==> src/rtl/gpx_pkg.sv <==
package gpx_pkg;

    localparam int GPX_ADDR_W   = 4;
    localparam int GPX_NPINS    = 12;
    localparam int GPX_NSHARED  = 8;
    localparam int GPX_CMD_W    = GPX_ADDR_W + GPX_NPINS;
    localparam int GPX_FIRST_SH = GPX_NPINS - GPX_NSHARED;

    localparam logic [GPX_ADDR_W-1:0] OPC_SET_OUT = 4'b1101;
    localparam logic [GPX_ADDR_W-1:0] OPC_SNAP    = 4'b1110;
    localparam logic [GPX_ADDR_W-1:0] OPC_SET_DIR = 4'b1111;

    typedef logic [GPX_NPINS-1:0] pinvec_t;

    typedef struct packed {
        logic    set_out;
        logic    set_dir;
        logic    snap;
        pinvec_t payload;
    } gpx_op_t;

    function automatic gpx_op_t gpx_decode(input logic [GPX_CMD_W-1:0] word,
                                           input logic strobe);
        gpx_op_t op;
        logic [GPX_ADDR_W-1:0] code;
        code       = word[GPX_ADDR_W-1:0];
        op.payload = word[GPX_CMD_W-1:GPX_ADDR_W];
        op.set_out = strobe && (code == OPC_SET_OUT);
        op.set_dir = strobe && (code == OPC_SET_DIR);
        op.snap    = strobe && (code == OPC_SNAP);
        return op;
    endfunction

endpackage

==> src/rtl/gpx_cmd_decode.sv <==
module gpx_cmd_decode
    import gpx_pkg::*;
(
    input  logic [GPX_CMD_W-1:0] cmd_i,
    input  logic                 load_i,
    output gpx_op_t              op_o
);

    always_comb begin
        op_o = gpx_decode(cmd_i, load_i);
    end

endmodule

==> src/rtl/gpx_port_regs.sv <==
module gpx_port_regs
    import gpx_pkg::*;
(
    input  logic    clk,
    input  logic    rst,
    input  gpx_op_t op_i,
    output pinvec_t out_q,
    output pinvec_t dir_q
);

    always_ff @(posedge clk) begin
        if (rst) begin
            out_q <= '0;
            dir_q <= '0;
        end else begin
            if (op_i.set_out) out_q <= op_i.payload;
            if (op_i.set_dir) dir_q <= op_i.payload;
        end
    end

    // a value write lands one cycle later
    a_r2_out_write: assert property (@(posedge clk) disable iff (rst)
        op_i.set_out |=> out_q == $past(op_i.payload));

    // a direction write lands one cycle later
    a_r3_dir_write: assert property (@(posedge clk) disable iff (rst)
        op_i.set_dir |=> dir_q == $past(op_i.payload));

    // no value write means the value register holds
    a_r7_out_hold: assert property (@(posedge clk) disable iff (rst)
        !op_i.set_out |=> $stable(out_q));

    // no direction write means the direction register holds
    a_r7_dir_hold: assert property (@(posedge clk) disable iff (rst)
        !op_i.set_dir |=> $stable(dir_q));

endmodule

==> src/rtl/gpx_capture.sv <==
module gpx_capture
    import gpx_pkg::*;
(
    input  logic    clk,
    input  logic    rst,
    input  logic    snap_i,
    input  pinvec_t pins_i,
    output pinvec_t snap_q,
    output logic    snap_vld_q
);

    always_ff @(posedge clk) begin
        if (rst) begin
            snap_q     <= '0;
            snap_vld_q <= 1'b0;
        end else begin
            snap_vld_q <= snap_i;
            if (snap_i) snap_q <= pins_i;
        end
    end

    // a capture yields the sampled pins and a valid flag next cycle
    a_r5_snap_result: assert property (@(posedge clk) disable iff (rst)
        snap_i |=> (snap_vld_q && snap_q == $past(pins_i)));

    // valid only follows a capture command
    a_r6_valid_cause: assert property (@(posedge clk) disable iff (rst)
        !snap_i |=> !snap_vld_q);

    // snapshot holds between captures
    a_r6_snap_hold: assert property (@(posedge clk) disable iff (rst)
        !snap_vld_q |-> $stable(snap_q));

endmodule

==> src/rtl/gpx_oe_gate.sv <==
module gpx_oe_gate
    import gpx_pkg::*;
(
    input  pinvec_t                dir_i,
    input  logic [GPX_NSHARED-1:0] dac_hiz_i,
    output pinvec_t                oe_o
);

    for (genvar k = 0; k < GPX_NPINS; k++) begin : g_pin
        if (k < GPX_FIRST_SH) begin : g_dedicated
            assign oe_o[k] = dir_i[k];
        end else begin : g_shared
            assign oe_o[k] = dir_i[k] & dac_hiz_i[k - GPX_FIRST_SH];
        end
    end

endmodule

==> src/rtl/gpx_port12.sv <==
module gpx_port12
    import gpx_pkg::*;
(
    input  logic                   clk,
    input  logic                   rst,
    input  logic [GPX_CMD_W-1:0]   cmd_i,
    input  logic                   load_i,
    input  logic [GPX_NPINS-1:0]   pin_in_i,
    input  logic [GPX_NSHARED-1:0] dac_hiz_i,
    output logic [GPX_NPINS-1:0]   pin_out_o,
    output logic [GPX_NPINS-1:0]   pin_oe_o,
    output logic [GPX_NPINS-1:0]   cap_data_o,
    output logic                   cap_valid_o
);

    gpx_op_t op;
    pinvec_t dir_q;

    gpx_cmd_decode u_dec (
        .cmd_i  (cmd_i),
        .load_i (load_i),
        .op_o   (op)
    );

    gpx_port_regs u_regs (
        .clk   (clk),
        .rst   (rst),
        .op_i  (op),
        .out_q (pin_out_o),
        .dir_q (dir_q)
    );

    gpx_capture u_cap (
        .clk        (clk),
        .rst        (rst),
        .snap_i     (op.snap),
        .pins_i     (pin_in_i),
        .snap_q     (cap_data_o),
        .snap_vld_q (cap_valid_o)
    );

    gpx_oe_gate u_gate (
        .dir_i     (dir_q),
        .dac_hiz_i (dac_hiz_i),
        .oe_o      (pin_oe_o)
    );

    // reset leaves every pad undriven
    a_r1_reset_inputs: assert property (@(posedge clk)
        rst |=> pin_oe_o == '0);

    // a shared pad never drives while its converter channel is active
    for (genvar j = 0; j < GPX_NSHARED; j++) begin : g_chk
        a_r4_shared_gate: assert property (@(posedge clk) disable iff (rst)
            pin_oe_o[GPX_FIRST_SH + j] |-> dac_hiz_i[j]);
    end

endmodule

==> config.mk <==
export PLATFORM = sky130hd
export DESIGN_NAME = gpx_port12
export DESIGN_NICKNAME = d
export VERILOG_FILES = /design/src/rtl/gpx_pkg.sv /design/src/rtl/gpx_cmd_decode.sv /design/src/rtl/gpx_port_regs.sv /design/src/rtl/gpx_capture.sv /design/src/rtl/gpx_oe_gate.sv /design/src/rtl/gpx_port12.sv
export SDC_FILE = /design/constraint.sdc
export NUM_CORES = 1
export LEC_CHECK = 0
export BUFFER_PORTS_ARGS = -buffer_cell sky130_fd_sc_hd__buf_4
export CAP_MARGIN = 0
export CORE_ASPECT_RATIO = 0.7
export CORE_UTILIZATION = 30
export DETAILED_ROUTE_END_ITERATION = 10
export PLACE_DENSITY = 0.63
export SYNTH_ARGS = -nofsm -noshare
export SYNTH_HDL_FRONTEND = slang
export SYNTH_SLANG_ARGS = --single-unit
==> constraint.sdc <==
create_clock -name clk -period 1.2 [get_ports clk]
set_input_delay 0.12 -clock clk [delete_from_list [all_inputs] [get_ports clk]]
set_output_delay 0.12 -clock clk [all_outputs]
set_load 0.005 [all_outputs]
==> impl_results.md, run 1 <==
- Maximum clock rate: 1013 MHz
- Slew headroom: 72.24%
- CTS clk-pin slew, worst paths: 0.07 ns
- Initial core utilization: 31.41%
- Met2 Routed Length: 1478 um
- CTS tree: built
- Final Critical Period: 0.9871 ns
- Global-route usage over all layers: 12.08%
- XOR/XNOR Fraction of Synth Area: 0%
- H-tree level count: 2
- Routed vias: 1272
- Sequential cell area: 740.7 sq um
- Netlist cell types: 14
- Cts hold-fix bufs: 0
- Routed len/inst: 10.86 um
- Crit end category: output pin
- Largest family of logic cells by synthesized area: simple AND/OR/NAND/NOR gates
- Synth Flop Type: dfxtp_1
- Worst slack at placement: 0.1312 ns
- Drt pass-1 iters: 2
- Worst-margin pin slew: 0.4164 ns
- Io pins: 76
- Area share of fa/ha/maj cells after synthesis: 0%
- Vias in the first global route: 1228
- Synth top cells by count: 60 x nand2b_1, 37 x dfxtp_1, 36 x mux2i_1, 8 x and2_1
- Die ar.: 0.005811 sq mm
- DR iter-0 viols: 29
- Layout Nets: 272
- I/O Buffers: 75
- Congestion Overflow GR: 0
- Area Growth Syn to Fin: 46.36%
- Dominant cell type by area after synthesis: dfxtp_1
- CTS sink cnt: 37
- Power per Cell Area: 1136 mW/mm^2
- Status: complete, no violations
- Max cap viols: 0
- Compound-cell area share of the yosys netlist: 0%
- Core area: 0.005258 sq mm
- Post-synth EDFFs: 0
- DRC: 0
- Multiplexer area fraction after synthesis: 21.82%
- Mapped Cells: 162
- Critical path fanouts, max: 2
- Startpoint Class: register
- WHS: 0.09923 ns
- Met3 wire length: 277 um
- Lkg Pwr: 1.085 nW
- FF+latch count, synth: 37
- Multi-input gate area: 829.5 sq um
- Yosys Warn Count: 0
- First-pass GRT wire length: 5451 um
- Post-CTS Setup Bufs: 0
- Clock Latency Late Sink: 0.28 ns
- Final Setup Violations: 0
- Initial antenna violation count: 0
- Most common cell in the netlist: nand2b_1
- Drt total wl: 3323 um
- Post-synth top area share: 44.85%
- CP Class: register to output pin
- CTS Root Cell: clkbuf_8
- WL met1: 1525 um
- Placed cells: 298
- Worst IR Drop VDD: 0.4136 mV
- Share of cells above drive strength 1: 37.61%
- CP Data Required Time: 1.08 ns
- Synthesized area per cell: 10.19 sq um
- Final worst slack: 0.2129 ns
- Clock Skews: 0 ns
- Mapped Nets: 201
- Clock buffer depth: 2
- CP arrival: 0.87 ns
- Largest net degree at the start of global routing: 62
- RSZ-0062 raised after global routing: no
- GPL Wtd Cong: 0.6442
- Top Layer Used: met4
- Inserted Diodes: 0
- Asr flop ratio synth: 0%
- FILL cells: 524
- # resized after CTS: 0
- Setup TNS: 0 ns
- Final Hold Viols: 0
- Cell row count: 22
- Chip Height: 64.08 um
- Total power: 2.747 mW
- Sequential area share after synthesis: 44.85%
- Post-route insts no fill: 306
- HP Class: input port to register
- Post-DRT Antenna Nets: 0
- Die W: 90.69 um
- DP HPWL: 2360 um
- Synth area leaders: dfxtp_1 45%, nand2b_1 23%, mux2i_1 22%
- Post-Synth Simple-Gate Area: 28.26%
- TritonCTS Buffers: 5
- Final Cycle Share: 82.26%
- Mapped cell area: 0.001652 sq mm
- Fin. max-slew vios: 0
- Vias per cell: 4.157
==> cell usage in the layout, fill, tap and decap left out, types with 2 or more instances in the layout <==
master | netlist | final
clkbuf_8 | 0 | 5
and2_1 | 8 | 8
buf_12 | 0 | 3
buf_4 | 6 | 75
dfxtp_1 | 37 | 37
nand2_1 | 2 | 2
mux2i_1 | 36 | 36
bufinv_16 | 0 | 2
nand2b_1 | 60 | 60
==> report_power, final <==
part	internal (mW)	total (mW)	switching, mW
sequential	1.24	1.25	0.00794
combinational	0.156	0.235	0.0791
clock	0.825	1.26	0.436
total	2.22	2.75	0.523
==> metrics by stage <==
stage	util, %	cell area [sq um]
floorplan	-	1652
global placement	43.43	2283
detailed placement	43.43	2283
CTS	45.98	2417
global route	45.98	2417
finish	45.98	2417
==> metal layers <==
metal / track usage [%] / vias to the layer above
li1: - / 659
met1: 14.62 / 561
met2: 18.75 / 45
met3: 5.000 / 7
met4: 5.444 / 0
met5: 0 / -
==> cell type report <==
type                       instances  share of cell area, %
sequential                        37                  30.64
multi-input combinational        111                  34.32
clock buffer                       5                  2.847
timing repair buffer              78                  25.78
tap                               72                  3.727
clock inverter                     3                  2.692
==> kinds of logic after synthesis <==
group	count (synthesis)
buffers and inverters	14
and+or+nand+nor	75
DFF	37
muxes	36
==> state kept, by name (all words and copies together), names as in the netlist <==
register / count
u_cap.snap_vld_q: 1
u_regs.dir_q: 12
u_cap.snap_q: 12
u_regs.out_q: 12
==> path summary, 6_finish.rpt <==
check                           cells past startpoint  slack [ns]                      endpoint                           from
worst min register to register                      2        0.47  u_regs.dir_q[5]$_SDFFE_PP0P_   u_regs.dir_q[5]$_SDFFE_PP0P_
worst max register to register                      2        0.59  u_regs.out_q[7]$_SDFFE_PP0P_   u_regs.out_q[7]$_SDFFE_PP0P_
worst min-delay path                                3         0.1  u_cap.snap_q[2]$_SDFFE_PP0P_                    pin_in_i[2]
worst max-delay path                                2        0.21                  pin_oe_o[10]  u_regs.dir_q[10]$_SDFFE_PP0P_
==> worst max-delay path: stages (launching register included) <==
cell and delay, ns:
dfxtp_1 0.33, and2_1 0.13, buf_4 0.13
(Power assumes the default switching activity.)
==> run 2, diff against run 1 <==
==> constraint.sdc (replaced) <==
create_clock -name clk -period 0.99 [get_ports clk]
set_input_delay 0.099 -clock clk [delete_from_list [all_inputs] [get_ports clk]]
set_output_delay 0.099 -clock clk [all_outputs]
set_load 0.005 [all_outputs]
==> run 2 against run 1 <==
  * Worst setup slack worse by 0.17 ns
  * Clock-buffer cell count up 2
  * Sequential cell count unchanged
  * Die area unchanged
  * Largest cell class unchanged
==> impl_results.md, run 2 (synthesized netlist as in run 1, its figures left out) <==
- Clock Latency Late Sink: 0.28 ns (about the same)
- DP HPWL: 2299 um (-2.6%)
- CP Data Required Time: 0.89 ns (-0.19 ns)
- HP Class: input port to register
- Initial core utilization: 31.41% (unchanged)
- Final Critical Period: 0.9513 ns
- I/O Buffers: 75 (unchanged)
- DRC: 0 (unchanged)
- Cell row count: 22 (unchanged)
- Drt total wl: 3322 um (about the same)
- Drt pass-1 iters: 4 (+2)
- Global-route usage over all layers: 12.01% (-0.065 points)
- Layout Nets: 273 (+0.37%)
- CTS Root Cell: clkbuf_8
- Post-DRT Antenna Nets: 0 (unchanged)
- CP arrival: 0.85 ns (-0.02 ns)
- Routed vias: 1282 (+0.79%)
- H-tree level count: 2 (unchanged)
- Die ar.: 0.005811 sq mm (unchanged)
- Power per Cell Area: 1172 mW/mm^2 (+3.1%)
- Stages on the worst setup path: 2 (unchanged)
- Share of cells above drive strength 1: 40.43% (+2.8 points)
- Startpoint Class: register
- Io pins: 76 (unchanged)
- Slew headroom: 71.05% (-1.2 points)
- Maximum clock rate: 1051 MHz
- Largest net degree at the start of global routing: 62 (unchanged)
- CTS tree: built
- Crit. Startpoint: u_regs.dir_q[11]$_SDFFE_PP0P_
- Die W: 90.69 um (unchanged)
- WHS: 0.08202 ns (-0.01721 ns)
- Most common cell after layout, fill and taps aside: buf_4
- Clock Skews: 0 ns (unchanged)
- Top Registers: u_cap.snap_q x12, u_regs.dir_q x12, u_regs.out_q x12
- TritonCTS Buffers: 5 (unchanged)
- Initial antenna violation count: 0 (unchanged)
- CP bufs+invs: 1 (unchanged)
- Commonest non-fill, non-tap cells in the layout: 76 x buf_4, 60 x nand2b_1, 36 x mux2i_1
- Routed len/inst: 10.82 um (-0.36%)
- Max cap viols: 0 (unchanged)
- Chip Height: 64.08 um (unchanged)
- Worst path cell trace: and2_4, buf_4
- Critical path fanouts, max: 2 (unchanged)
- GPL Wtd Cong: 0.6561 (+1.8%)
- Vias per cell: 4.176 (+0.46%)
- Status: complete, no violations
- Cts hold-fix bufs: 0 (unchanged)
- R2R cell count: 2 (unchanged)
- Vias in the first global route: 1228 (unchanged)
- Worst IR Drop VDD: 0.6361 mV (+54%)
- Reg-to-Reg Start: u_regs.out_q[11]$_SDFFE_PP0P_
- Final Hold Viols: 0 (unchanged)
- Post-route insts no fill: 307 (+0.33%)
- Reg-to-reg endpoint: u_regs.out_q[11]$_SDFFE_PP0P_
- Crit path to: pin_oe_o[11]
- Fin. max-slew vios: 0 (unchanged)
- # resized after CTS: 0 (unchanged)
- Largest stage delay, worst path: 0.32 ns (about the same)
- Post-CTS Setup Bufs: 0 (unchanged)
- CP Class: register to output pin
- Final Cycle Share: 96.09%
- Inserted Diodes: 0 (unchanged)
- Core area: 0.005258 sq mm (unchanged)
- DR iter-0 viols: 66 (+130%)
- CTS clk-pin slew, worst paths: 0.07 ns (about the same)
- Lkg Pwr: 1.068 nW (-1.6%)
- Clock buffer depth: 2 (unchanged)
- Worst-margin pin slew: 0.4343 ns (+0.01792 ns)
- Critical path's top delay family: flip-flops
- First-pass GRT wire length: 5457 um (+0.11%)
- Crit end category: output pin
- Placed cells: 299 (+0.34%)
- Congestion Overflow GR: 0 (unchanged)
- Final Setup Violations: 0 (unchanged)
- CTS sink cnt: 37 (unchanged)
- Area Growth Syn to Fin: 44.70%
- Slowest cell on crit path: dfxtp_2
- Reg2reg setup slack: 0.40 ns (-0.19 ns)
## run 2: changes by cell type in the layout (fill, tap and decap cells not counted), sizes merged
cell	before	now
clkbuf	5	7
clkinvlp	0	1
bufinv	2	0
clkinv	1	0
buf	78	79
## run 2: through the flow
| stage | power [mW] | cell area [sq um] | setup slack (ns) | TNS [ns] | utilization (%) |
|---|---|---|---|---|---|
| finish | 2.800 | 2390 | 0.03871 | 0 | 45.45 |
| global route | 2.955 | 2390 | -0.001469 | -0.001469 | 45.45 |
| CTS | 2.870 | 2375 | 0.007939 | 0 | 45.17 |
| detailed placement | 1.844 | 2291 | -0.05733 | -0.9831 | 43.57 |
| global placement | 1.842 | 2291 | -0.05009 | -1.001 | 43.57 |
| floorplan | 1.676 | 1652 | 0.02338 | 0 | - |
## run 2: how the worst min path moves through the flow
stage / from / end / slack (ns) / cells past startpoint
floorplan: pin_in_i[10] / u_cap.snap_q[10]$_SDFFE_PP0P_ / 0.25 / 2
global placement: pin_in_i[1] / u_cap.snap_q[1]$_SDFFE_PP0P_ / 0.37 / 3
detailed placement: pin_in_i[9] / u_cap.snap_q[9]$_SDFFE_PP0P_ / 0.38 / 3
CTS: pin_in_i[9] / u_cap.snap_q[9]$_SDFFE_PP0P_ / 0.07 / 3
global route: pin_in_i[9] / u_cap.snap_q[9]$_SDFFE_PP0P_ / 0.08 / 3
finish: pin_in_i[9] / u_cap.snap_q[9]$_SDFFE_PP0P_ / 0.08 / 3
## run 2: report_power, final
| group | switching [mW] | leakage (nW) | internal (mW) |
|---|---|---|---|
| combinational | 0.0985 | 0.728 | 0.192 |
| clock | 0.495 | 0.0385 | 0.497 |
| sequential | 0.00989 | 0.301 | 1.51 |
## run 2: layout make-up
type,instances,area (sq um)
Timing Repair Buffer,79,630.6
Sequential cell,37,745.7
Clock buffer,7,76.32
Tap cell,72,90.09
Multi-Input combinational cell,111,839.6
Fill cell,517,2868
Clock inverter,1,7.507
## run 2: worst reg2reg max path, cell delays in order, from the launching register on
cell,delay [ns]
dfxtp_1,0.34
nand2b_1,0.06
mux2i_1,0.13
## run 2: metal layers
| layer | share of wire (%) | global-route usage, % |
|---|---|---|
| met4 | 1.4 | 5.444 |
| met1 | 48 | 15.10 |
| met2 | 44 | 18.47 |
| met3 | 7.2 | 4.286 |
| met5 | 0 | 0 |
==> run 3, diff against run 2 <==
--- a/config.mk
+++ b/config.mk
@@ -9,6 +9,7 @@
 export CAP_MARGIN = 0
 export CORE_ASPECT_RATIO = 0.7
 export CORE_UTILIZATION = 30
+export CTS_CLUSTER_DIAMETER = 120
 export DETAILED_ROUTE_END_ITERATION = 10
 export PLACE_DENSITY = 0.63
 export SYNTH_ARGS = -nofsm -noshare
==> constraint.sdc (replaced) <==
create_clock -name clk -period 0.9 [get_ports clk]
set_input_delay 0.09 -clock clk [delete_from_list [all_inputs] [get_ports clk]]
set_output_delay 0.09 -clock clk [all_outputs]
set_load 0.005 [all_outputs]
==> run 3 against run 2 <==
  * Design area increased by 2.9%
  * Via count increased by 0.23%
  * Critical path type unchanged
  * First-iteration DRC count fell by 36%
  * The flow now finishes with violations (negative setup slack)
  * Global-route usage grew 0.47 points
  * Critical path depth unchanged
  * Clock skew unchanged
  * Routed wire length is 3.6% higher
==> impl_results.md, run 3 (synthesized netlist as in run 1, its figures left out) <==
- Met2 Routed Length: 1548 um (+6.5%)
- R2R cell count: 2 (unchanged)
- Critical path's top delay family: flip-flops
- Most common cell after layout, fill and taps aside: buf_4
- I/O Buffers: 75 (unchanged)
- H-tree level count: 2 (unchanged)
- DR iter-0 viols: 42 (-36%)
- Die ar.: 0.005811 sq mm (unchanged)
- Critical path fanouts, max: 2 (unchanged)
- Placement Cell Area: 0.002325 sq mm (+1.5%)
- GPL Wtd Cong: 0.6320 (-3.7%)
- CP bufs+invs: 1 (unchanged)
- Initial core utilization: 31.41% (unchanged)
- WHS: 0.07859 ns (-0.003429 ns)
- Final core occ: 46.76% (+1.3 points)
- Cell row count: 22 (unchanged)
- DP HPWL: 2395 um (+4.1%)
- Congestion Overflow GR: 0 (unchanged)
- Top Registers: u_cap.snap_q x12, u_regs.dir_q x12, u_regs.out_q x12
- First-pass GRT wire length: 5727 um (+4.9%)
- Largest stage delay, worst path: 0.32 ns (about the same)
- Post-route insts no fill: 309 (+0.65%)
- Placed cells: 301 (+0.67%)
- Total power: 3.091 mW (+10%)
- RSZ-0062 raised after global routing: yes
- Post-DRT Antenna Nets: 0 (unchanged)
- Final Setup Violations: 8 (+8)
- CTS sink cnt: 37 (unchanged)
- Final Critical Period: 0.9418 ns
- Initial antenna violation count: 0 (unchanged)
- Power per Cell Area: 1257 mW/mm^2 (+7.3%)
- Stages on the worst setup path: 2 (unchanged)
- Slew headroom: 71.91% (+0.87 points)
- Worst path cell trace: and2_1, buf_4
- Startpoint Class: register
- Final worst slack: -0.04183 ns (-0.08054 ns)
- Vias in the first global route: 1270 (+3.4%)
- Clock Latency Late Sink: 0.28 ns (about the same)
- Layout Nets: 275 (+0.73%)
- Io pins: 76 (unchanged)
- Status: finished, violations left
- Inserted Diodes: 0 (unchanged)
- CP Data Required Time: 0.81 ns (-0.08 ns)
- HP Class: input port to register
- Post-layout instance area: 0.002459 sq mm (+2.9%)
- Die W: 90.69 um (unchanged)
- Hold Path Depth: 3 (unchanged)
- Clock Skews: 0 ns (unchanged)
- Final Cycle Share: 104.6%
- Vias per cell: 4.159 (-0.41%)
- Setup TNS: -0.1956 ns (-0.1956 ns)
- Worst-margin pin slew: 0.4213 ns (-0.01300 ns)
- Crit end category: output pin
- Global-route usage over all layers: 12.49% (+0.47 points)
- Drt total wl: 3440 um (+3.6%)
- Lkg Pwr: 1.100 nW (+3.0%)
- CTS Root Cell: clkbuf_8
- CP arrival: 0.85 ns (about the same)
- Met3 wire length: 300 um (+26%)
- Fin. max-slew vios: 0 (unchanged)
- Worst slack at placement: -0.1411 ns (-0.08381 ns)
- Area Growth Syn to Fin: 48.86%
- TritonCTS Buffers: 5 (unchanged)
- Commonest non-fill, non-tap cells in the layout: 71 x buf_4, 60 x nand2b_1, 36 x mux2i_1
- WL met1: 1545 um (-2.3%)
- DRC: 0 (unchanged)
- Routed len/inst: 11.13 um (+2.9%)
- Failing checks: negative setup slack
- Clock buffer depth: 2 (unchanged)
- Final Hold Viols: 0 (unchanged)
- Largest net degree at the start of global routing: 62 (unchanged)
- Chip Height: 64.08 um (unchanged)
- Slowest cell on crit path: dfxtp_2
- Core area: 0.005258 sq mm (unchanged)
- CTS tree: built
- Max cap viols: 0 (unchanged)
- Share of cells above drive strength 1: 44.30% (+3.9 points)
- Worst IR Drop VDD: 0.6165 mV (-3.1%)
- FILL cells: 514 (-0.58%)
- Maximum clock rate: 1062 MHz
- CTS clk-pin slew, worst paths: 0.07 ns (about the same)
- CP Class: register to output pin
- Routed vias: 1285 (+0.23%)
- Top Layer Used: met4
- Drt pass-1 iters: 4 (unchanged)
-- run 3: changes by cell type in the layout (fill, tap and decap cells not counted), sizes merged --
| cell | before | now |
|---|---|---|
| clkbuf | 7 | 8 |
| clkinvlp | 1 | 0 |
| buf | 79 | 81 |
-- run 3: power breakdown --
part | switching, mW | internal, mW
clock network | 0.533 | 0.550
logic | 0.116 | 0.222
registers | 0.0111 | 1.66
-- run 3: routing by layer --
layer | up-vias | GRT usage [%]
met2 | 45 | 19.89
met3 | 8 | 4.524
li1 | 662 | -
met5 | - | 0
met4 | 0 | 5.444
met1 | 570 | 15.19
-- run 3: final timing paths --
path | from | endpoint | slack (ns)
worst max-delay path | u_regs.dir_q[7]$_SDFFE_PP0P_ | pin_oe_o[7] | -0.04
worst max register to register | u_regs.out_q[10]$_SDFFE_PP0P_ | u_regs.out_q[10]$_SDFFE_PP0P_ | 0.30
worst min register to register | u_regs.dir_q[6]$_SDFFE_PP0P_ | u_regs.dir_q[6]$_SDFFE_PP0P_ | 0.47
worst min-delay path | pin_in_i[1] | u_cap.snap_q[1]$_SDFFE_PP0P_ | 0.08
-- run 3: layout make-up --
class / count / area (sq um) / area share [%]
clock buffer: 8 / 80.08 / 3.257
sequential: 37 / 750.7 / 30.53
timing repair buffer: 81 / 671.9 / 27.33
multi-input combinational: 111 / 865.8 / 35.22
tap: 72 / 90.09 / 3.664
-- run 3: worst register-to-register path, stage by stage, from the launching register on --
cell      delay [ns]
dfxtp_1         0.34
nand2b_1        0.06
mux2i_1         0.13
-- run 3: timing repair --
item / CTS / global route
gates resized for setup: 8 / 14
hold buffers: 0 / 0
setup endpoints to repair: 8 / 8
setup buffers: 0 / 0
